==> config.mk <==
export PLATFORM = sky130hd
export DESIGN_NAME = egr_csum_insert
export DESIGN_NICKNAME = d
export VERILOG_FILES = /design/src/rtl/egr_csum_pkg.sv /design/src/rtl/egr_csum_ram.sv /design/src/rtl/egr_csum_accum.sv /design/src/rtl/egr_csum_check.sv /design/src/rtl/egr_csum_seq.sv /design/src/rtl/egr_csum_insert.sv
export SDC_FILE = /design/constraint.sdc
export NUM_CORES = 2
export LEC_CHECK = 0
export CORE_MARGIN = 1.5
export CORE_UTILIZATION = 55
export DETAILED_ROUTE_END_ITERATION = 8
export MAX_ROUTING_LAYER = met4
export PLACE_DENSITY_LB_ADDON = 0.08
export SETUP_SLACK_MARGIN = 0.4
export SYNTH_ARGS = -nofsm -noshare
export SYNTH_HDL_FRONTEND = slang
export SYNTH_SLANG_ARGS = --single-unit
==> constraint.sdc <==
create_clock -name clk -period 10 [get_ports clk]
set_clock_uncertainty 0.2 [all_clocks]
set_input_delay 1.5 -clock clk [delete_from_list [all_inputs] [get_ports clk]]
set_output_delay 1.5 -clock clk [all_outputs]
set_load 0.005 [all_outputs]
==> src/rtl/egr_csum_pkg.sv <==
package egr_csum_pkg;

    typedef enum logic {
        PH_FILL = 1'b0,
        PH_PLAY = 1'b1
    } phase_e;

    typedef struct packed {
        logic        en;
        logic [7:0]  start;
        logic [7:0]  dest;
        logic [15:0] seed;
    } seg_ctl_t;

    // 16-bit ones-complement add with end-around carry
    function automatic logic [15:0] oc_add(input logic [15:0] a, input logic [15:0] b);
        logic [16:0] s;
        s = {1'b0, a} + {1'b0, b};
        return s[15:0] + {15'd0, s[16]};
    endfunction

    // place a byte in the low or high lane of a 16-bit word
    function automatic logic [15:0] lane_word(input logic [7:0] d, input logic hi);
        return hi ? {d, 8'h00} : {8'h00, d};
    endfunction

endpackage

==> src/rtl/egr_csum_ram.sv <==
module egr_csum_ram #(
    parameter int DEPTH = 256,
    parameter int AW    = 8
) (
    input  logic          clk,
    input  logic          we,
    input  logic [AW-1:0] waddr,
    input  logic [7:0]    wdata,
    input  logic [AW-1:0] raddr,
    output logic [7:0]    rdata
);
    logic [7:0] mem [DEPTH];

    always_ff @(posedge clk) begin
        if (we) mem[waddr] <= wdata;
    end

    assign rdata = mem[raddr];
endmodule

==> src/rtl/egr_csum_accum.sv <==
module egr_csum_accum
    import egr_csum_pkg::*;
#(
    parameter int AW = 8
) (
    input  logic          clk,
    input  logic          rst,
    input  logic          beat,
    input  logic          first,
    input  logic [AW-1:0] idx,
    input  logic [7:0]    data,
    input  logic          en,
    input  logic [7:0]    start,
    input  logic [15:0]   seed,
    output logic [15:0]   sum
);
    logic [15:0] base;
    logic [15:0] nxt;
    logic        hit;
    logic        hi;

    always_comb begin
        base = first ? (en ? seed : 16'h0000) : sum;
        hit  = en && (32'(idx) >= 32'(start));
        hi   = idx[0] ^ start[0];
        nxt  = hit ? oc_add(base, lane_word(data, hi)) : base;
    end

    always_ff @(posedge clk) begin
        if (rst)       sum <= 16'h0000;
        else if (beat) sum <= nxt;
    end
endmodule

==> src/rtl/egr_csum_check.sv <==
module egr_csum_check
    import egr_csum_pkg::*;
#(
    parameter int LW = 9
) (
    input  seg_ctl_t      ctl,
    input  logic [LW-1:0] len,
    output logic          err,
    output logic          patch
);
    logic bad_off;
    logic bad_idle;

    always_comb begin
        bad_off  = ctl.en && ((32'(ctl.dest) + 32'd2) > 32'(len));
        bad_idle = !ctl.en && ((ctl.start != 8'd0) || (ctl.dest != 8'd0) || (ctl.seed != 16'd0));
        err      = bad_off || bad_idle;
        patch    = ctl.en && !err;
    end
endmodule

==> src/rtl/egr_csum_seq.sv <==
module egr_csum_seq
    import egr_csum_pkg::*;
#(
    parameter int MAX_LEN = 256,
    parameter int AW      = 8,
    parameter int LW      = 9
) (
    input  logic          clk,
    input  logic          rst,
    input  logic          in_valid,
    input  logic          in_last,
    input  logic          out_ready,
    output logic          in_ready,
    output logic          out_valid,
    output logic          out_last,
    output logic          beat,
    output logic          first,
    output logic [AW-1:0] wr_ptr,
    output logic [AW-1:0] rd_ptr,
    output logic [LW-1:0] len
);
    phase_e ph;

    assign in_ready  = (ph == PH_FILL);
    assign out_valid = (ph == PH_PLAY);
    assign beat      = in_valid && in_ready;
    assign first     = (wr_ptr == '0);
    assign out_last  = out_valid && ((32'(rd_ptr) + 32'd1) == 32'(len));

    always_ff @(posedge clk) begin
        if (rst) begin
            ph     <= PH_FILL;
            wr_ptr <= '0;
            rd_ptr <= '0;
            len    <= '0;
        end else begin
            case (ph)
                PH_FILL: begin
                    if (beat) begin
                        if (in_last) begin
                            len    <= LW'(32'(wr_ptr) + 32'd1);
                            wr_ptr <= '0;
                            ph     <= PH_PLAY;
                        end else begin
                            wr_ptr <= wr_ptr + 1'b1;
                        end
                    end
                end
                PH_PLAY: begin
                    if (out_ready) begin
                        if (out_last) begin
                            rd_ptr <= '0;
                            ph     <= PH_FILL;
                        end else begin
                            rd_ptr <= rd_ptr + 1'b1;
                        end
                    end
                end
                default: ph <= PH_FILL;
            endcase
        end
    end
endmodule

==> src/rtl/egr_csum_insert.sv <==
module egr_csum_insert
    import egr_csum_pkg::*;
#(
    parameter int MAX_LEN = 256
) (
    input  logic        clk,
    input  logic        rst,
    input  logic        in_valid,
    output logic        in_ready,
    input  logic [7:0]  in_data,
    input  logic        in_last,
    input  logic        in_csum_en,
    input  logic [7:0]  in_start,
    input  logic [7:0]  in_dest,
    input  logic [15:0] in_seed,
    output logic        out_valid,
    input  logic        out_ready,
    output logic [7:0]  out_data,
    output logic        out_last,
    output logic        out_err
);
    localparam int AW = (MAX_LEN > 1) ? $clog2(MAX_LEN) : 1;
    localparam int LW = $clog2(MAX_LEN + 1);

    logic          beat;
    logic          first;
    logic [AW-1:0] wr_ptr;
    logic [AW-1:0] rd_ptr;
    logic [LW-1:0] len;
    logic [7:0]    rd_data;
    logic [15:0]   sum;
    logic [15:0]   fill;
    logic          err;
    logic          patch;
    seg_ctl_t      ctl_q;
    logic          en_eff;
    logic [7:0]    start_eff;
    logic [15:0]   seed_eff;

    egr_csum_seq #(.MAX_LEN(MAX_LEN), .AW(AW), .LW(LW)) u_seq (
        .clk      (clk),
        .rst      (rst),
        .in_valid (in_valid),
        .in_last  (in_last),
        .out_ready(out_ready),
        .in_ready (in_ready),
        .out_valid(out_valid),
        .out_last (out_last),
        .beat     (beat),
        .first    (first),
        .wr_ptr   (wr_ptr),
        .rd_ptr   (rd_ptr),
        .len      (len)
    );

    egr_csum_ram #(.DEPTH(MAX_LEN), .AW(AW)) u_ram (
        .clk  (clk),
        .we   (beat),
        .waddr(wr_ptr),
        .wdata(in_data),
        .raddr(rd_ptr),
        .rdata(rd_data)
    );

    // controls are taken from the ports on the first byte, from the register after
    always_ff @(posedge clk) begin
        if (rst) begin
            ctl_q <= '0;
        end else if (beat && first) begin
            ctl_q.en    <= in_csum_en;
            ctl_q.start <= in_start;
            ctl_q.dest  <= in_dest;
            ctl_q.seed  <= in_seed;
        end
    end

    assign en_eff    = first ? in_csum_en : ctl_q.en;
    assign start_eff = first ? in_start   : ctl_q.start;
    assign seed_eff  = first ? in_seed    : ctl_q.seed;

    egr_csum_accum #(.AW(AW)) u_acc (
        .clk  (clk),
        .rst  (rst),
        .beat (beat),
        .first(first),
        .idx  (wr_ptr),
        .data (in_data),
        .en   (en_eff),
        .start(start_eff),
        .seed (seed_eff),
        .sum  (sum)
    );

    egr_csum_check #(.LW(LW)) u_chk (
        .ctl  (ctl_q),
        .len  (len),
        .err  (err),
        .patch(patch)
    );

    assign fill = ~sum;

    always_comb begin
        out_data = rd_data;
        if (patch && (32'(rd_ptr) == 32'(ctl_q.dest)))
            out_data = fill[7:0];
        else if (patch && (32'(rd_ptr) == (32'(ctl_q.dest) + 32'd1)))
            out_data = fill[15:8];
    end

    assign out_err = err && out_valid;
endmodule

Word level (Yosys, flattened, before mapping)
Memory sizes are Yosys's and may differ from the RTL's. A register that Yosys moved wholly into a read port is not among the register bits.
Cells that the tools add are included.
- register bits after elaboration: 75
- latch bits: 0
- RAM bits: 2048
- ROM bits: 0
- input bits: 46
- output and inout bits: 12
- logic and storage cells: 67
- memories: 1
- add/sub/neg operators: 8
- $mul: 0
- div/mod/pow operators: 0
- magnitude comparators: 2
- equal/unequal tests: 3
- shifts and indexed selects: 0
- multiplexer cells: 19
- bitwise operators: 3
- reduce and logical (&&, ||, !) cells: 22
- memory list (name ; depth ; width ; read ports ; clocked after memory_dff ; wr ports ; RTL line ; RTL):
    u_ram.mem ; 256 ; 8 ; 1 ; 1 ; 1 ; egr_csum_ram.sv:12 ; logic [7:0] mem [DEPTH];
- operators by type and width (operator ; number):
    $mux W16 ; 4
    $mux W8 ; 7
    $eq A32 B9 Y1 ; 1
    $gt A32 B9 Y1 ; 1
    $add A8 B1 Y9 const B ; 3
    $add A16 B16 Y17 ; 1
    $add A16 B1 Y16 ; 1
    $add A8 B1 Y8 const B ; 2
    $not A16 Y16 ; 1
    $reduce_bool A16 Y1 ; 1
    $reduce_bool A8 Y1 ; 2
    $logic_and A1 B1 Y1 ; 10
    $add A8 B2 Y9 const B ; 1
    $eq A8 B9 Y1 ; 1
    $eq A8 B8 Y1 ; 1
    $ge A8 B8 Y1 ; 1
    $logic_not A8 Y1 ; 1
    $mux W1 ; 7
    $reduce_and A2 Y1 ; 2
    $logic_or A1 B1 Y1 ; 3
    $reduce_and A3 Y1 ; 1
    $logic_not A1 Y1 ; 2
    $pmux W1 S2 ; 1
    $not A1 Y1 ; 1
    $xor A1 B1 Y1 ; 1

Longest topological paths before layout
- depth in word-level cells: 10
- mapped depth: 28
- depth with buffers taken out: 24

By module
A second synthesis with hierarchy kept.
- cell total of the unflattened synthesis: 4546
- area total of the unflattened synthesis: 85703.4 um^2
- modules (own cells, without submodules) (module ; instances ; cells each ; area each (um^2) ; sequential area each (um^2)):
    egr_csum_ram ; 1 ; 3725 ; 79396.1 ; 61499.0
    egr_csum_accum ; 1 ; 344 ; 2542.4 ; 320.3
    egr_csum_insert ; 1 ; 241 ; 1963.1 ; 660.6
    egr_csum_seq ; 1 ; 176 ; 1393.8 ; 520.5
    egr_csum_check ; 1 ; 60 ; 407.9 ; 0.0

Least setup slack after synthesis
OpenSTA, ideal clock, no wires.
- path kind: reg-to-reg
- from: register u_seq.wr_ptr[0]
- to: register u_acc.sum[14]
- setup time: 0.079 ns
- data arrival time: 6.017 ns
- required time: 9.721 ns
- path slack: 3.704 ns
- cell stages (with the launch flop): 29
- path through: dfxtp_1 inv_1 ha_1 clkbuf_1 nand4_1 clkbuf_1 clkbuf_1 mux2_2 ha_1 clkbuf_1 and2_1 ha_1 fa_1 a21oi_2 o211ai_1 a2111oi_1 o31ai_1 a21oi_1 nor2b_1 o21ai_0 nand2b_1 ha_1 ha_1 nand2_1 or3_1 nor4_2 nand3_1 or4_1 o211ai_1
- cells in the longest elaborated chain, start to end: 7
- ends and longest elaborated chain (what ; RTL line ; RTL):
    start: declaration ; egr_csum_seq.sv:18 ; output logic [AW-1:0] wr_ptr,
    start signal: assignment ; egr_csum_seq.sv:45 ; wr_ptr <= wr_ptr + 1'b1;
    $logic_not A8 Y1 ; egr_csum_seq.sv:27 ; assign first = (wr_ptr == '0);
    $mux W1 / $mux W8 (equally long branches) ; egr_csum_insert.sv:77, egr_csum_insert.sv:78 ;
    $mux W16 / $xor A1 B1 Y1 (equally long branches) ; egr_csum_accum.sv:23, egr_csum_accum.sv:25 ;
    $mux W16 (on tied branches) ; egr_csum_accum.sv:23, egr_csum_pkg.sv:24 ;
    $add A16 B16 Y17 ; egr_csum_pkg.sv:18 ; s = {1'b0, a} + {1'b0, b};
    $add A16 B1 Y16 ; egr_csum_pkg.sv:19 ; return s[15:0] + {15'd0, s[16]};
    $mux W16 * ; egr_csum_accum.sv:26 ; nxt = hit ? oc_add(base, lane_word(data, hi)) : base;
    end signal: assignment ; egr_csum_accum.sv:31 ; else if (beat) sum <= nxt;
    end: declaration ; egr_csum_accum.sv:15 ; output logic [15:0] sum
Every way passes the cells marked *; elsewhere a longest branch is shown, timed or not.
A chain may end at the register's enable or synchronous reset.

==> results.cfg <==
[cells_and_area]
n_fill_cell = 10700
final_util = 0.615
finalNonFillerCells = 6512
mostFrequentLayoutCells = 2048 x edfxtp_1, 626 x mux4_2, 314 x nor2_1, 213 x clkbuf_16, 199 x nand2_1
seq_area_um2 = 63200
multi_input_area_um2 = 20500
drive_gt1_frac = 0.235
postLayoutCellArea_um2 = 94600
diodes = 0
layout.nets = 4381
area_delta_synth_final_pct = 11.3
layout_commonest_cell = edfxtp_1

[floorplan]
start_util = 0.553
dieWidth_um = 396
core_area_um2 = 154000
fp.dieH_um = 396
dieArea_um2 = 157000
num_rows = 144
io_pins = 58

[sta]
fmax_ghz = 0.132
worst_slew_pin_slew_ns = 1.37
rsz0062_at_grt = no
fin_crit_sh = 0.756
hold_viol_final = 0
period_minus_slack_ns = 7.56
setup_viol = 0
slew_violations = 0
slew_headroom = 0.0831
holdWs_ns = 0.253
setup_ws_ns = 2.44
finalSetupTns_ns = 0

[placed_design]
preCtsSetupSlack_ns = 3.01
port_buffers = 57
hpwl_mm = 128
gp_congestion = 0.965
placed_cells = 6122
place_area_um2 = 87700

[clock_tree]
cts_buffers = 211
cts_resized = 0
htreeDepth = 4
cts_tree = yes
clock-root-buffer = clkbuf_16
cts.clk_slew.worst_paths_ns = 0.06
clk_path_buf_depth = 3
post_cts_buffers = 0
hold_buffers = 0
clkSinkCount = 2131
clk-insertion-delay-late_ns = 0.85

[detailed_routing]
vias = 41900
routed_wl_mm = 209
viasPerCell = 6.43
ant_nets = 0
firstDrtPassIters = 5
drc_errors = 0
drt_iter0_markers = 5048
routedWlPerCell_um = 32.1

[global_route]
use_met1 = 0.407
global_route.usage.met2 = 0.412
top_usage_layer = met2
grt_use_met3 = 0.0542
grt_usage = 0.279
grt_pass1_vias = 41700
antenna_found_initial = 6
grt_pass1_wl_mm = 303
overflow = 0
grt_max_degree = 101

[flow_run]
cap_violations = 0

[hold_path]
hold_end = ctl_q[10]
hold_class = reg -> reg
min-delay-start = ctl_q[10]
whs_path_depth = 2

[synth]
synth_top_area_frac = 0.724
synth_edf_count = 2048
synth_fp_nets = 4268
ys_seq_area_frac = 0.743
syn_inst = 4178
ys.flop_type = edfxtp_1
yosysTopAreaCell = edfxtp_1
ys_top_cells_by_area = edfxtp_1 72%, mux4_2 17%, dfxtp_1 2.0%
synth_cell_types = 71
synth_seq_cells = 2131
syn_area_per_cell_um2 = 20.3
syn_area_um2 = 85000
synth_warnings = 0
synthArstFlopShare = 0

[run_status]
outcome = completed

[setup_path]
r2r_setup_slack_ns = 3.25
critPathLaunchType = register
end_kind = output pin
r2r_start = u_seq.wr_ptr[6]
cp_max_fo = 26
required_ns = 8.30
r2r_cells = 24
timing.rr.end = u_acc.sum[14]
worstSetupPathType = reg -> out
critPathArrivalTime_ns = 5.86

[power_and_ir_drop]
p_per_area_nw_per_um2 = 194
finalPower_mw = 18.4
p_leak_nw = 28.5
ir_drop_mv = 0.161
[worst max path at each step]
| stage | start | depth (start not counted) | endpoint |
|---|---|---|---|
| after floorplan | u_seq.wr_ptr[0] | 28 | u_acc.sum[14] |
| after global placement | in_start[0] | 22 | u_acc.sum[14] |
| after detailed placement | in_start[0] | 22 | u_acc.sum[14] |
| after CTS | register | 9 | out_data[5] |
| after global routing | register | 9 | out_data[5] |
| final | register | 9 | out_data[5] |
[per-layer routing]
metal / vias up / routed length, um
met5: - / 0
li1: 17500 / -
met2: 1827 / 98100
met4: 0 / 4940
met1: 22300 / 87500
met3: 263 / 18500
[registers in the layout, indices dropped and copies added, names as in the netlist, named ones only]
name	cells
u_ram.mem	2048
u_seq.rd_ptr	8
u_seq.out_valid	1
u_seq.wr_ptr	8
u_seq.len	9
u_acc.sum	16
ctl_q	33
[report_power, final]
part,switching [mW],total (mW),internal [mW],leakage [nW]
Combinational,0.444,0.712,0.268,6.03
Sequential,0.0238,9.82,9.79,19.1
Clock,3.38,7.83,4.45,3.36
Total,3.85,18.4,14.5,28.5
[cells in the mapped netlist (7+ instances only)]
cell type / n
mux2i_1: 34
inv_1: 29
a22oi_1: 28
or3_1: 10
a21oi_1: 92
o21ai_0: 51
nor3b_1: 8
nor2_1: 318
nor2b_1: 32
a21o_1: 10
dfxtp_1: 83
buf_4: 11
nor4_1: 13
nand3_1: 57
nand2b_1: 7
buf_1: 25
o211ai_1: 9
nand4_1: 11
clkbuf_1: 123
o221ai_1: 9
buf_2: 63
xor2_1: 22
buf_6: 16
o22ai_1: 11
ha_1: 43
mux4_2: 626
nand3b_1: 8
and2_1: 13
a31oi_1: 14
a211oi_1: 17
xnor2_1: 33
nand2_1: 199
nor3_1: 22
edfxtp_1: 2048
[critical path, stage by stage, from the launching register on]
cell             delay [ns]
dfxtp_4                0.82
buf_4                  0.54
buf_4                  0.55
mux4_2                 0.57
mux4_2                 0.56
o21ai_1                0.28
o21ai_0                0.15
a211oi_1               0.62
o221ai_1               0.20
clkdlybuf4s50_1        0.63
[kinds of logic (layout without fill, tap and decap cells)]
group | Yosys count | count (layout) | synth area share
mux | 662 | 662 | 0.170
flops | 2131 | 2131 | 0.743
simple gates | 716 | 716 | 0.0369
buf+inv | 273 | 563 | 0.0149
fa+ha+maj | 44 | 44 | 0.00657
xor+xnor | 55 | 55 | 0.00567
compound gates | 297 | 297 | 0.0224
[area by class of cell]
cell class              count  area share
well taps                2044      0.0270
multi-input cells        1774       0.217
clock inverters           127      0.0132
repair buffers            142      0.0142
flip-flops and latches   2131       0.668
clock buffers             263      0.0589
inverters                  31     0.00123
(Power assumes the default switching activity.)
